### config.mk
export PLATFORM = sky130hd
export DESIGN_NAME = dafir_top
export DESIGN_NICKNAME = d
export VERILOG_FILES = /design/src/rtl/dafir_pkg.sv /design/src/rtl/dafir_tapline.sv /design/src/rtl/dafir_rom.sv /design/src/rtl/dafir_shacc.sv /design/src/rtl/dafir_top.sv
export SDC_FILE = /design/constraint.sdc
export NUM_CORES = 1
export LEC_CHECK = 0
export CORE_MARGIN = 4
export CORE_UTILIZATION = 60
export DETAILED_ROUTE_END_ITERATION = 8
export PLACE_DENSITY = 0.8
export REMOVE_ABC_BUFFERS = 1
export SLEW_MARGIN = 40
export SYNTH_ARGS = -nofsm -noshare
export SYNTH_HDL_FRONTEND = slang
export SYNTH_SLANG_ARGS = --single-unit
### constraint.sdc
create_clock -name clk -period 3.75 [get_ports clk]
set_clock_uncertainty 0.05 [all_clocks]
set_input_delay 0.5625 -clock clk [delete_from_list [all_inputs] [get_ports clk]]
set_output_delay 0.5625 -clock clk [all_outputs]
set_load 0.01 [all_outputs]
### src/rtl/dafir_pkg.sv
package dafir_pkg;
    typedef enum logic {
        ST_IDLE = 1'b0,
        ST_RUN  = 1'b1
    } run_state_t;
endpackage

### src/rtl/dafir_tapline.sv
// Sample delay line plus per-tap shift registers that present bits MSB first.
module dafir_tapline #(
    parameter int TAPS = 4,
    parameter int DW   = 4
) (
    input  logic                 clk,
    input  logic                 rst,
    input  logic                 load,
    input  logic                 shift,
    input  logic [DW-1:0]        din,
    output logic [TAPS-1:0]      bits,
    output logic [TAPS*DW-1:0]   taps_flat
);
    logic [TAPS-1:0][DW-1:0] dline;
    logic [TAPS-1:0][DW-1:0] sreg;

    always_ff @(posedge clk) begin
        if (rst) begin
            dline <= '0;
            sreg  <= '0;
        end else if (load) begin
            dline[0] <= din;
            sreg[0]  <= din;
            for (int k = 1; k < TAPS; k++) begin
                dline[k] <= dline[k-1];
                sreg[k]  <= dline[k-1];
            end
        end else if (shift) begin
            for (int k = 0; k < TAPS; k++) begin
                sreg[k] <= {sreg[k][DW-2:0], 1'b0};
            end
        end
    end

    always_comb begin
        for (int k = 0; k < TAPS; k++) begin
            bits[k] = sreg[k][DW-1];
        end
    end

    assign taps_flat = dline;
endmodule

### src/rtl/dafir_rom.sv
// Constant subset-sum table, either full or split into two half-address partitions.
module dafir_rom #(
    parameter int                  TAPS  = 4,
    parameter int                  CW    = 8,
    parameter bit                  SPLIT = 1'b0,
    parameter logic [TAPS*CW-1:0]  COEFS = '0,
    localparam int                 RW    = CW + $clog2(TAPS)
) (
    input  logic [TAPS-1:0]        addr,
    output logic signed [RW-1:0]   word
);
    function automatic logic signed [RW-1:0] subset_sum(input int lo, input int n, input int a);
        int s;
        s = 0;
        for (int i = 0; i < n; i++) begin
            if (a[i]) s = s + int'($signed(COEFS[(lo+i)*CW +: CW]));
        end
        return RW'(s);
    endfunction

    generate
        if (SPLIT && (TAPS >= 2) && (TAPS % 2 == 0)) begin : g_split
            localparam int H   = TAPS / 2;
            localparam int ENT = 1 << H;
            logic signed [RW-1:0] tbl_lo [ENT];
            logic signed [RW-1:0] tbl_hi [ENT];
            for (genvar e = 0; e < ENT; e++) begin : g_ent
                assign tbl_lo[e] = subset_sum(0, H, e);
                assign tbl_hi[e] = subset_sum(H, H, e);
            end
            assign word = tbl_lo[addr[H-1:0]] + tbl_hi[addr[TAPS-1:H]];
        end else begin : g_full
            localparam int ENT = 1 << TAPS;
            logic signed [RW-1:0] tbl [ENT];
            for (genvar e = 0; e < ENT; e++) begin : g_ent
                assign tbl[e] = subset_sum(0, TAPS, e);
            end
            assign word = tbl[addr];
        end
    endgenerate
endmodule

### src/rtl/dafir_shacc.sv
// Shift-accumulator: doubles the running value, then adds or subtracts the table word.
module dafir_shacc #(
    parameter int RW = 10,
    parameter int AW = 14
) (
    input  logic                  clk,
    input  logic                  rst,
    input  logic                  clr,
    input  logic                  step,
    input  logic                  sub,
    input  logic signed [RW-1:0]  word,
    output logic signed [AW-1:0]  acc_nxt
);
    logic signed [AW-1:0] acc;
    logic signed [AW-1:0] word_x;

    assign word_x  = {{(AW-RW){word[RW-1]}}, word};
    assign acc_nxt = sub ? ((acc <<< 1) - word_x) : ((acc <<< 1) + word_x);

    always_ff @(posedge clk) begin
        if (rst || clr) acc <= '0;
        else if (step)  acc <= acc_nxt;
    end
endmodule

### src/rtl/dafir_top.sv
module dafir_top #(
    parameter int                  TAPS  = 4,
    parameter int                  DW    = 4,
    parameter int                  CW    = 8,
    parameter bit                  SPLIT = 1'b0,
    parameter logic [TAPS*CW-1:0]  COEFS = {8'shF9, 8'sh7F, 8'sh80, 8'sh5D},
    localparam int                 RW    = CW + $clog2(TAPS),
    localparam int                 AW    = RW + DW
) (
    input  logic                  clk,
    input  logic                  rst,
    input  logic                  in_valid,
    input  logic [DW-1:0]         in_sample,
    output logic                  busy,
    output logic                  out_valid,
    output logic signed [AW-1:0]  y_out
);
    import dafir_pkg::*;

    localparam int CNTW = (DW > 1) ? $clog2(DW) : 1;

    run_state_t            state, state_nxt;
    logic [CNTW-1:0]       bitpos;
    logic                  last_bit, sign_phase, accept;
    logic [TAPS-1:0]       rom_addr;
    logic signed [RW-1:0]  rom_word;
    logic signed [AW-1:0]  acc_nxt;
    logic [TAPS*DW-1:0]    taps_flat;

    assign accept     = (state == ST_IDLE) && in_valid;
    assign last_bit   = (state == ST_RUN) && (bitpos == CNTW'(DW-1));
    assign sign_phase = (state == ST_RUN) && (bitpos == '0);
    assign busy       = (state == ST_RUN);

    always_comb begin
        state_nxt = state;
        unique case (state)
            ST_IDLE: if (accept)   state_nxt = ST_RUN;
            ST_RUN:  if (last_bit) state_nxt = ST_IDLE;
        endcase
    end

    // state register and bit-position counter
    always_ff @(posedge clk) begin
        if (rst) begin
            state  <= ST_IDLE;
            bitpos <= '0;
        end else begin
            state  <= state_nxt;
            bitpos <= (state == ST_RUN) ? bitpos + 1'b1 : '0;
        end
    end

    // outputs
    always_ff @(posedge clk) begin
        if (rst) begin
            out_valid <= 1'b0;
            y_out     <= '0;
        end else begin
            out_valid <= last_bit;
            if (last_bit) y_out <= acc_nxt;
        end
    end

    dafir_tapline #(.TAPS(TAPS), .DW(DW)) u_taps (
        .clk(clk), .rst(rst), .load(accept), .shift(busy),
        .din(in_sample), .bits(rom_addr), .taps_flat(taps_flat)
    );

    dafir_rom #(.TAPS(TAPS), .CW(CW), .SPLIT(SPLIT), .COEFS(COEFS)) u_rom (
        .addr(rom_addr), .word(rom_word)
    );

    dafir_shacc #(.RW(RW), .AW(AW)) u_acc (
        .clk(clk), .rst(rst), .clr(accept), .step(busy),
        .sub(sign_phase), .word(rom_word), .acc_nxt(acc_nxt)
    );
endmodule

## Word level (Yosys, flattened, before mapping)

Memories as Yosys holds them, arrays and structs flattened.
Index checks and enable logic that the tools add are counted.

- Register bits: 59
- Bits in latches: 0
- RAM bits: 0
- Memory bits (read-only): 160
- Output and inout port bits: 16
- Word-level logic and storage cells: 35
- Memories: 1

- Add/sub/neg operators: 3
- $mul: 0
- Div/mod/pow operators: 0
- Order comparisons: 1
- Eq/ne operators: 1
- Shifts and indexed selects: 0
- Multiplexer cells: 8
- Bitwise gates (word level): 2
- Reductions and logical operators: 7

Memories:

| name | depth | bits a word | read ports | clocked after Yosys merged registers in | wr ports | line | source |
|---|---|---|---|---|---|---|---|
| (no name shown) | 16 | 10 | 1 | 0 | 0 | dafir_rom.sv:38 | `assign word = tbl[addr];` |

Operator list:

| kind | count |
|---|---|
| 16-bit 2-to-1 mux | 2 |
| 10-bit 2-to-1 mux | 2 |
| 14-bit by 10-bit adder with 14-bit output | 1 |
| 14-bit 2-to-1 mux | 1 |
| 14-bit by 10-bit subtractor with 14-bit output | 1 |
| 5-bit >= comparator, second input constant | 1 |
| 4-bit NOT with 5-bit output | 1 |
| 1-bit logical AND | 3 |
| 2-bit by 1-bit adder with 2-bit output, second input constant | 1 |
| 2-bit == test, second input constant | 1 |
| 2-bit logical NOT | 1 |
| 1-bit 2-to-1 mux | 2 |
| 1-bit one-hot mux with 2 select lines | 1 |
| 2-bit nonzero test | 1 |
| 2-bit OR reduction | 1 |
| 1-bit logical OR | 1 |
| 1-bit NOT | 1 |

## Logic depth before layout (Yosys ltp)

Gate-level depths: netlist of the first run.

- Depth after elaboration: 6
- Mapped depth: 15
- Depth with buffers taken out: 15

## Cells and area by module

A second synthesis of the first run with hierarchy kept.

- Cell total of the unflattened synthesis: 486
- Area, all modules: 4261.6 sq um

Modules (own cells, without submodules):

| module | instances | cells each | area each (sq um) | sequential area each (sq um) |
|---|---|---|---|---|
| dafir_shacc | 1 | 245 | 1849.3 | 260.2 |
| dafir_tapline | 1 | 127 | 1322.5 | 640.6 |
| dafir_top | 1 | 81 | 850.8 | 360.3 |
| dafir_rom | 1 | 33 | 239.0 | 0.0 |

## Worst setup path before layout of the first run

Ideal clock, no wire load.

- Path type: register to register
- From: reg u_taps.sreg, in the netlist u_taps.bits[0]
- To: reg u_acc.acc[12]
- Setup time: 0.079 ns
- Arrival time: 2.711 ns
- Setup slack: 0.909 ns
- Cell stages (with the launch flop): 14
- Period minus slack after synthesis: 2.841 ns
- Cell sequence: dfxtp_1 > inv_1 > ha_1 > o21ai_0 > o21ai_0 > inv_1 > fa_1 > nor2b_1 > o211ai_1 > a311o_2 > nor3_2 > a2bb2oi_1 > mux2_2 > o211ai_1

- Cells in the longest elaborated chain, start to end: 6
- Elaborated cells on any way between the ends: 7
- Classes of those cells: add/sub (2); mux (3); bitwise (1); memory (1)

Ends and longest elaborated chain:

| what | line | source |
|---|---|---|
| from (decl) | dafir_tapline.sv:15 | `logic [TAPS-1:0][DW-1:0] sreg;` |
| from (signal, indexed assignment) | dafir_tapline.sv:26 | `sreg[k] <= dline[k-1];` |
| from (signal, indexed assignment) | dafir_tapline.sv:30 | `sreg[k] <= {sreg[k][DW-2:0], 1'b0};` |
| 4-bit NOT with 5-bit output (implied by the code) * | dafir_rom.sv:38 |  |
| memory 16 x 10 bit * | - |  |
| 10-bit 2-to-1 mux (implied by the code) * (2 in a row) | dafir_rom.sv:38 |  |
| 14-bit by 10-bit adder with 14-bit output / 14-bit by 10-bit subtractor with 14-bit output (equally long branches) | dafir_shacc.sv:18 | `assign acc_nxt = sub ? ((acc <<< 1) - word_x) : ((acc <<< 1) + word_x);` |
| 14-bit 2-to-1 mux * | dafir_shacc.sv:18 |  |
| to (signal assigned) | dafir_shacc.sv:22 | `else if (step) acc <= acc_nxt;` |
| to (decl) | dafir_shacc.sv:14 | `logic signed [AW-1:0] acc;` |

Mark *: on every way between the ends. The rest lies on a longest branch, timed or not. The select of a mux whose other input is x is not followed.
A chain may end at the register's enable or synchronous reset.

## Final worst setup path of the first run

- From: reg u_taps.sreg, in the netlist u_taps.bits[0]
- To: reg y_out[13]

- Cells in the longest elaborated chain, start to end: 6
- Elaborated cells on any way between the ends: 7
- Classes of those cells: add/sub (2); mux (3); bitwise (1); memory (1)

Ends and longest elaborated chain:

| what | line | source |
|---|---|---|
| 4-bit NOT with 5-bit output (implied by the code) * | dafir_rom.sv:38 |  |
| memory 16 x 10 bit * | - |  |
| 10-bit 2-to-1 mux (implied by the code) * (2 in a row) | dafir_rom.sv:38 |  |
| 14-bit by 10-bit adder with 14-bit output / 14-bit by 10-bit subtractor with 14-bit output (equally long branches) | dafir_shacc.sv:18 |  |
| 14-bit 2-to-1 mux * | dafir_shacc.sv:18 |  |
| to (signal assigned) | dafir_top.sv:61 | `if (last_bit) y_out <= acc_nxt;` |
| to (decl) | dafir_top.sv:16 | `output logic signed [AW-1:0] y_out` |

Marks and branches as above.

==> metrics.txt, run 1 <==
Compound-Gate Fraction of Synth Area=20.2%; Synth Register Bits=59; flop2flop setup slack=0.40 ns; Detail Route Antenna Nets=0; Reg clk slew, reported paths=0.07 ns; main combinational cell family by area after synthesis=compound AO/OA/AOI/OAI gates; Synth Flop Type=dfxtp_1; H-tree depth=3; cell area power density=360 nW/um^2; Switching Power=0.467 mW; critical path buffer and inverter count=2; core area=5960 um^2; non-filler cells, final=552; First DRT Iteration DRCs=242; Slew headroom=just under 60%; Worst VDD drop=0.272 mV; worst setup path category=register to register; CP required=between 3 and 4 ns; initial antenna violation count=0; clock power share=34.0%; fin crit share=89.4%; Max Clock Freq=0.298 GHz; Layout area overhead=9.37%; top cell type's share of synthesized area=31.9%; CP Cell Sequence=inv_1 > ha_1 > o21ai_0 > o21ai_0 > ha_1 > inv_1 > fa_1 > or2b_1 > a21oi_1 > a221oi_1 > nand3_1 > o311a_1 > nand3_1 > a311oi_1; Commonest cells post-synth=nor2_1 (65), dfxtp_1 (59), a21oi_1 (57); Tmin final=3.35 ns; vias per inst=~6; global-route wire length before repair=14.7 mm; number of enable flip-flop cells after synthesis=0; drt total wl=8.75 mm; cell accounting for the most synthesized area=dfxtp_1; Synth warnings=0; Fill cells=497; outcome=finished, final reports clean; Final HPWL DP=between 6 and 7 mm; Max Slew Vio Count=0; Root Buffer=clkbuf_8; hold crit path type=register to register; Combinational Power Share=between 20% and 30%; CP Launch Type=register; CP Max Fanout=6; CTS tree=yes; RSZ-0062 raised after global routing=no; Adder-Cell Fraction of Synth Area=12.2%; placed cells=536; Post-Synthesis Cells=459; IO Port Bufs=22; pin count of the biggest net entering global routing=44; r2r worst-path depth=14; final global-route overflow total=0; Final setup viols=0; Initial Util=62.1%; critical path capture point type=register; Reg-to-Reg End=y_out[13]; CTS Hold Buffers Added=0; maxcap violations=0; Reg power frac=a little under half; Placer Congestion=0.999; CTS-repair resized insts=0; Int Pwr=0.992 mW; latest clock arrival within the worst-skew pair=0.35 ns; RR Startpoint=u_taps.bits[0]; worst endpoint data arrival time=3.56 ns; Sw Ratio=about a third; Clock Path Buffers=2; Pre-antenna DRT Iters=5; Final Hold Fails=0; syn_area_per_cell=~8.1 um^2; Setup TNS=0 ns; Mapped Area=~3700 um^2; crit-path max cell delay=0.37 ns; Hold Crit Depth=2; row cnt=28; DR WL/cell=15.8 um; synth top area cells=dfxtp_1 (32%), ha_1 (11%), a21oi_1 (7.7%), nor2_1 (6.6%), mux2i_1 (6.2%); nets@finish=514; CTS Sinks=59; post-synthesis sequential area ratio=31.9%; critical path's top delay family=compound AO/OA/AOI/OAI gates; Die W=86.5 um; Pleak=around 1.6 nW; Synth Area in Simple Gates=19.7%; number of buffers created by CTS=9; vias in the first global route=3154; worst setup path end=y_out[13]; Crit. Startpoint=u_taps.bits[0]; die footprint=7490 um^2; DRC Markers=0; Synth async-reset ratio=0%; gr usage total=24.5%; Post-Synth XOR/XNOR Area=2.60%; Yosys cell types=51; multiplexer area fraction after synthesis=6.53%; Worst-Margin Slew=0.619 ns; share of layout cells above drive strength 1=approximately 6.3%; Worst path depth=14; cell with the most instances after synthesis=nor2_1; top-level I/O count=23; Chip Height=86.5 um; postcts setup bufs=0; ANT cells=0; via count=3311; CP max stage cell=fa_1
==> tightest hold or removal path, stage by stage, from the launching register on <==
cell and delay, ns:
dfxtp_1 0.31, nand2_1 0.05, a21oi_1 0.05
==> flip-flops by register name, indices dropped and copies added, names as in the netlist <==
signal            cells
out_valid             1
u_taps.taps_flat     12
u_acc.acc            13
y_out                14
u_taps.bits           4
busy                  1
bitpos                2
u_taps.sreg          12
==> cell families after synthesis <==
family,count (synthesis)
buffers and inverters,49
AND/OR/NAND/NOR,162
XOR/XNOR,11
adder cells (fa/ha/maj),35
multiplexers,24
flip-flops,59
AO/OA/AOI/OAI,119
==> metal layers <==
metal	share of wire, %	global-route usage (%)
met1	46	33.6
met3	6.0	4.75
met4	2.4	10.2
met2	45	37.6
met5	0	0
==> power by group through the flow <==
stage | logic, mW | registers [mW] | clock network, mW
after floorplan | 0.201 | 0.680 | 0
after global placement | 0.288 | 0.677 | 0
after detailed placement | 0.289 | 0.678 | 0
after CTS | 0.291 | 0.664 | 0.498
after global routing | 0.328 | 0.666 | 0.532
final | 0.298 | 0.664 | 0.497
==> stage by stage <==
step	hold WS, ns	utilization [%]	total power [mW]	setup WS, ns	area (um^2)
2_1_floorplan	0.380	-	0.881	0.603	3540
3_3_place_gp	0.391	65.2	0.964	0.530	3880
3_5_place_dp	0.396	65.2	0.967	0.452	3880
4_1_cts	0.405	67.9	1.45	0.451	4050
5_1_grt	0.419	67.9	1.53	0.0625	4050
6_report	0.403	67.9	1.46	0.399	4050
==> placed cells by master (no fill, tap or decap), types with 3 or more instances in the layout <==
cell type        count
clkbuf_8             9
nand2b_1             6
nand4_1              5
dfxtp_1             58
o211ai_1             4
inv_1               24
nand3_1              9
mux2i_1             23
ha_1                33
xnor2_1             10
a211oi_1            12
clkdlybuf4s50_1     22
nor3_1               7
nor2_1              65
buf_4                4
nand2_1             49
clkinv_2             3
o21ai_0             20
a21o_1               5
a21oi_1             57
and3_1               4
nor2b_1              6
==> worst min path at each step <==
stage                          from                    to
2_1_floorplan  u_taps.taps_flat[10]  u_taps.taps_flat[10]
3_3_place_gp               y_out[5]              y_out[5]
3_5_place_dp   u_taps.taps_flat[11]  u_taps.taps_flat[11]
4_1_cts                    y_out[3]              y_out[3]
5_1_grt                    y_out[5]              y_out[5]
6_report                   y_out[5]              y_out[5]
==> layout make-up <==
class                           count  area [um^2]  share of cell area (%)
Tap cell                           75         93.8                    2.32
Clock buffer                       11          131                    3.25
Clock inverter                      5         30.0                   0.742
Timing Repair Buffer               26          250                    6.18
Multi-Input combinational cell    351         2260                    56.0
Sequential cell                    59         1180                    29.2
Inverter                           25         93.8                    2.32
(Power assumes the default switching activity.)
==> inputs of run 2 (changes only) <==
--- a/config.mk
+++ b/config.mk
@@ -5,7 +5,6 @@
 export SDC_FILE = /design/constraint.sdc
 export NUM_CORES = 1
 export LEC_CHECK = 0
-export CORE_MARGIN = 4
 export CORE_UTILIZATION = 60
 export DETAILED_ROUTE_END_ITERATION = 8
 export PLACE_DENSITY = 0.8
==> run 2 against run 1 <==
Flip-flop and latch count unchanged. Non-clock buffer count did not move. Core utilization rose by 0.97 points. Die area decreased by 13%. Global-route usage grew 3.1 points. Worst hold slack gained 0.0023 ns. Combinational power hardly changed. Register-to-register slack worse by 0.02 ns. Sequential share of layout area shrank 0.24 points.
==> metrics.txt, run 2 (synthesized netlist as in run 1, its figures left out) <==
postcts setup bufs=0; max reg flops=14; outcome=finished, final reports clean; cell area power density=around 370 nW/um^2; via count=3292; Die W=80.5 um; RSZ-0062 raised after global routing=no; Clock Path Buffers=2; Setup TNS=0 ns; Fill cells=roughly 510; Worst VDD drop=0.301 mV; RR Startpoint=u_taps.bits[0]; Final Util=68.9%; drt total wl=8.28 mm; CP max stage cell=ha_1; CP Max Fanout=7; initial antenna violation count=0; global-route wire length before repair=13.8 mm; placed cells=roughly 540; worst setup path end=u_acc.acc[12]; gr usage total=27.6%; flop2flop setup slack=approximately 0.37 ns; hold crit path type=register to register; Biggest register=y_out; latest clock arrival within the worst-skew pair=between 0.3 and 0.4 ns; CTS tree=yes; CP Cell Sequence=inv_1 > ha_1 > a21o_1 > ha_1 > inv_1 > a21oi_1 > nor2_1 > o41ai_1 > a2bb2oi_1 > mux2_2 > o211ai_1; Max Clock Freq=0.296 GHz; Final Hold Fails=0; r2r worst-path depth=11; Initial Util=62.5%; final global-route overflow total=0; Largest regs=y_out x14, u_acc.acc x13; Crit. Startpoint=u_taps.bits[0]; First DRT Iteration DRCs=247; Pleak=1.59 nW; Worst-Margin Slew=0.608 ns; Layout area overhead=10.3%; crit-path max cell delay=roughly 0.46 ns; share of layout cells above drive strength 1=between 6 and 7%; ANT cells=0; DR WL/cell=15.0 um; Pre-antenna DRT Iters=5; Reg-to-Reg End=u_acc.acc[12]; DRC Markers=0; IO Port Bufs=22; vias in the first global route=2968; most common cell after layout, fill and taps aside=nor2_1; fin crit share=90.0%; worst endpoint data arrival time=3.58 ns; worst setup path category=register to register; Reg clk slew, reported paths=0.07 ns; CTS-repair resized insts=0; critical path capture point type=register; Tmin final=3.38 ns; row cnt=28; CP required=around 4.0 ns; Max Slew Vio Count=0; Detail Route Antenna Nets=0; Final setup viols=0; maxcap violations=0; Root Buffer=clkbuf_8; CTS Sinks=59; pin count of the biggest net entering global routing=47; Placer Congestion=a little over 1; number of buffers created by CTS=9; vias per inst=5.96; Final HPWL DP=6.04 mm; core area=5920 um^2; CTS Hold Buffers Added=0; die footprint=6480 um^2; Slew headroom=59.3%; commonest cells after routing, fill and taps aside=nor2_1 (65), dfxtp_1 (58), a21oi_1 (57); H-tree depth=3; nets@finish=roughly 510; CP Launch Type=register; non-filler cells, final=552; Chip Height=80.5 um; top-level I/O count=23
## run 2: cell count changes in the layout (fill, tap and decap cells not counted), sizes merged
cell | before | now
clkinv | 4 | 2
bufinv | 0 | 1
clkbuf | 11 | 12
## run 2: worst min path at each step
stage | start | to | slack (ns) | depth (start not counted)
2_1_floorplan | u_taps.taps_flat[10] | u_taps.taps_flat[10] | 0.38 | 2
3_3_place_gp | y_out[4] | y_out[4] | 0.39 | 2
3_5_place_dp | y_out[4] | y_out[4] | 0.40 | 2
4_1_cts | y_out[4] | y_out[4] | 0.41 | 2
5_1_grt | y_out[9] | y_out[9] | 0.44 | 2
6_report | y_out[6] | y_out[6] | 0.40 | 2
## run 2: per-layer routing
layer / vias to the layer above / share of wire [%] / track usage, %
met5: - / 0 / 0
met4: 0 / 1.9 / 10.4
met3: 20 / 4.8 / 4.89
met2: 102 / 46 / 43.4
met1: 1549 / 48 / 37.4
li1: 1621 / - / -
## run 2: area by class of cell
cell class                 count  area [um^2]  area share [%]
clock buffer                  12          145            3.56
sequential                    59         1180            29.0
multi-input combinational    351         2260            55.5
tap                           75         93.8            2.30
timing repair buffer          26          250            6.13
inverter                      25         93.8            2.30
clock inverter                 4         50.0            1.23
## run 2: power breakdown
| part | leakage (nW) | switching [mW] | total (mW) | internal [mW] |
|---|---|---|---|---|
| Clock | 0.0926 | 0.243 | 0.567 | 0.324 |
| Combinational | 1.02 | 0.186 | 0.297 | 0.111 |
| Sequential | 0.478 | 0.0184 | 0.664 | 0.645 |
| Total | 1.59 | 0.448 | 1.53 | 1.08 |
## run 2: worst max-delay path, delay by kind of cell (launching register included)
family	cells	cell delay, ns
AOI/OAI and AO/OA	5	1.30
and+or+nand+nor	1	0.06
DFF	1	0.43
muxes	1	0.38
buffers and inverters	2	0.35
adders and majority gates	2	0.73
## run 2: metrics by stage
step | hold slack (ns) | total power, mW | cell area, um^2 | setup WS (ns)
after floorplan | 0.380 | 0.881 | 3540 | 0.603
after global placement | 0.394 | 0.960 | 3880 | 0.602
after detailed placement | 0.397 | 0.965 | 3880 | 0.470
after CTS | 0.407 | 1.53 | 4080 | 0.432
after global routing | 0.437 | 1.59 | 4080 | 0.144
final | 0.405 | 1.53 | 4080 | 0.375
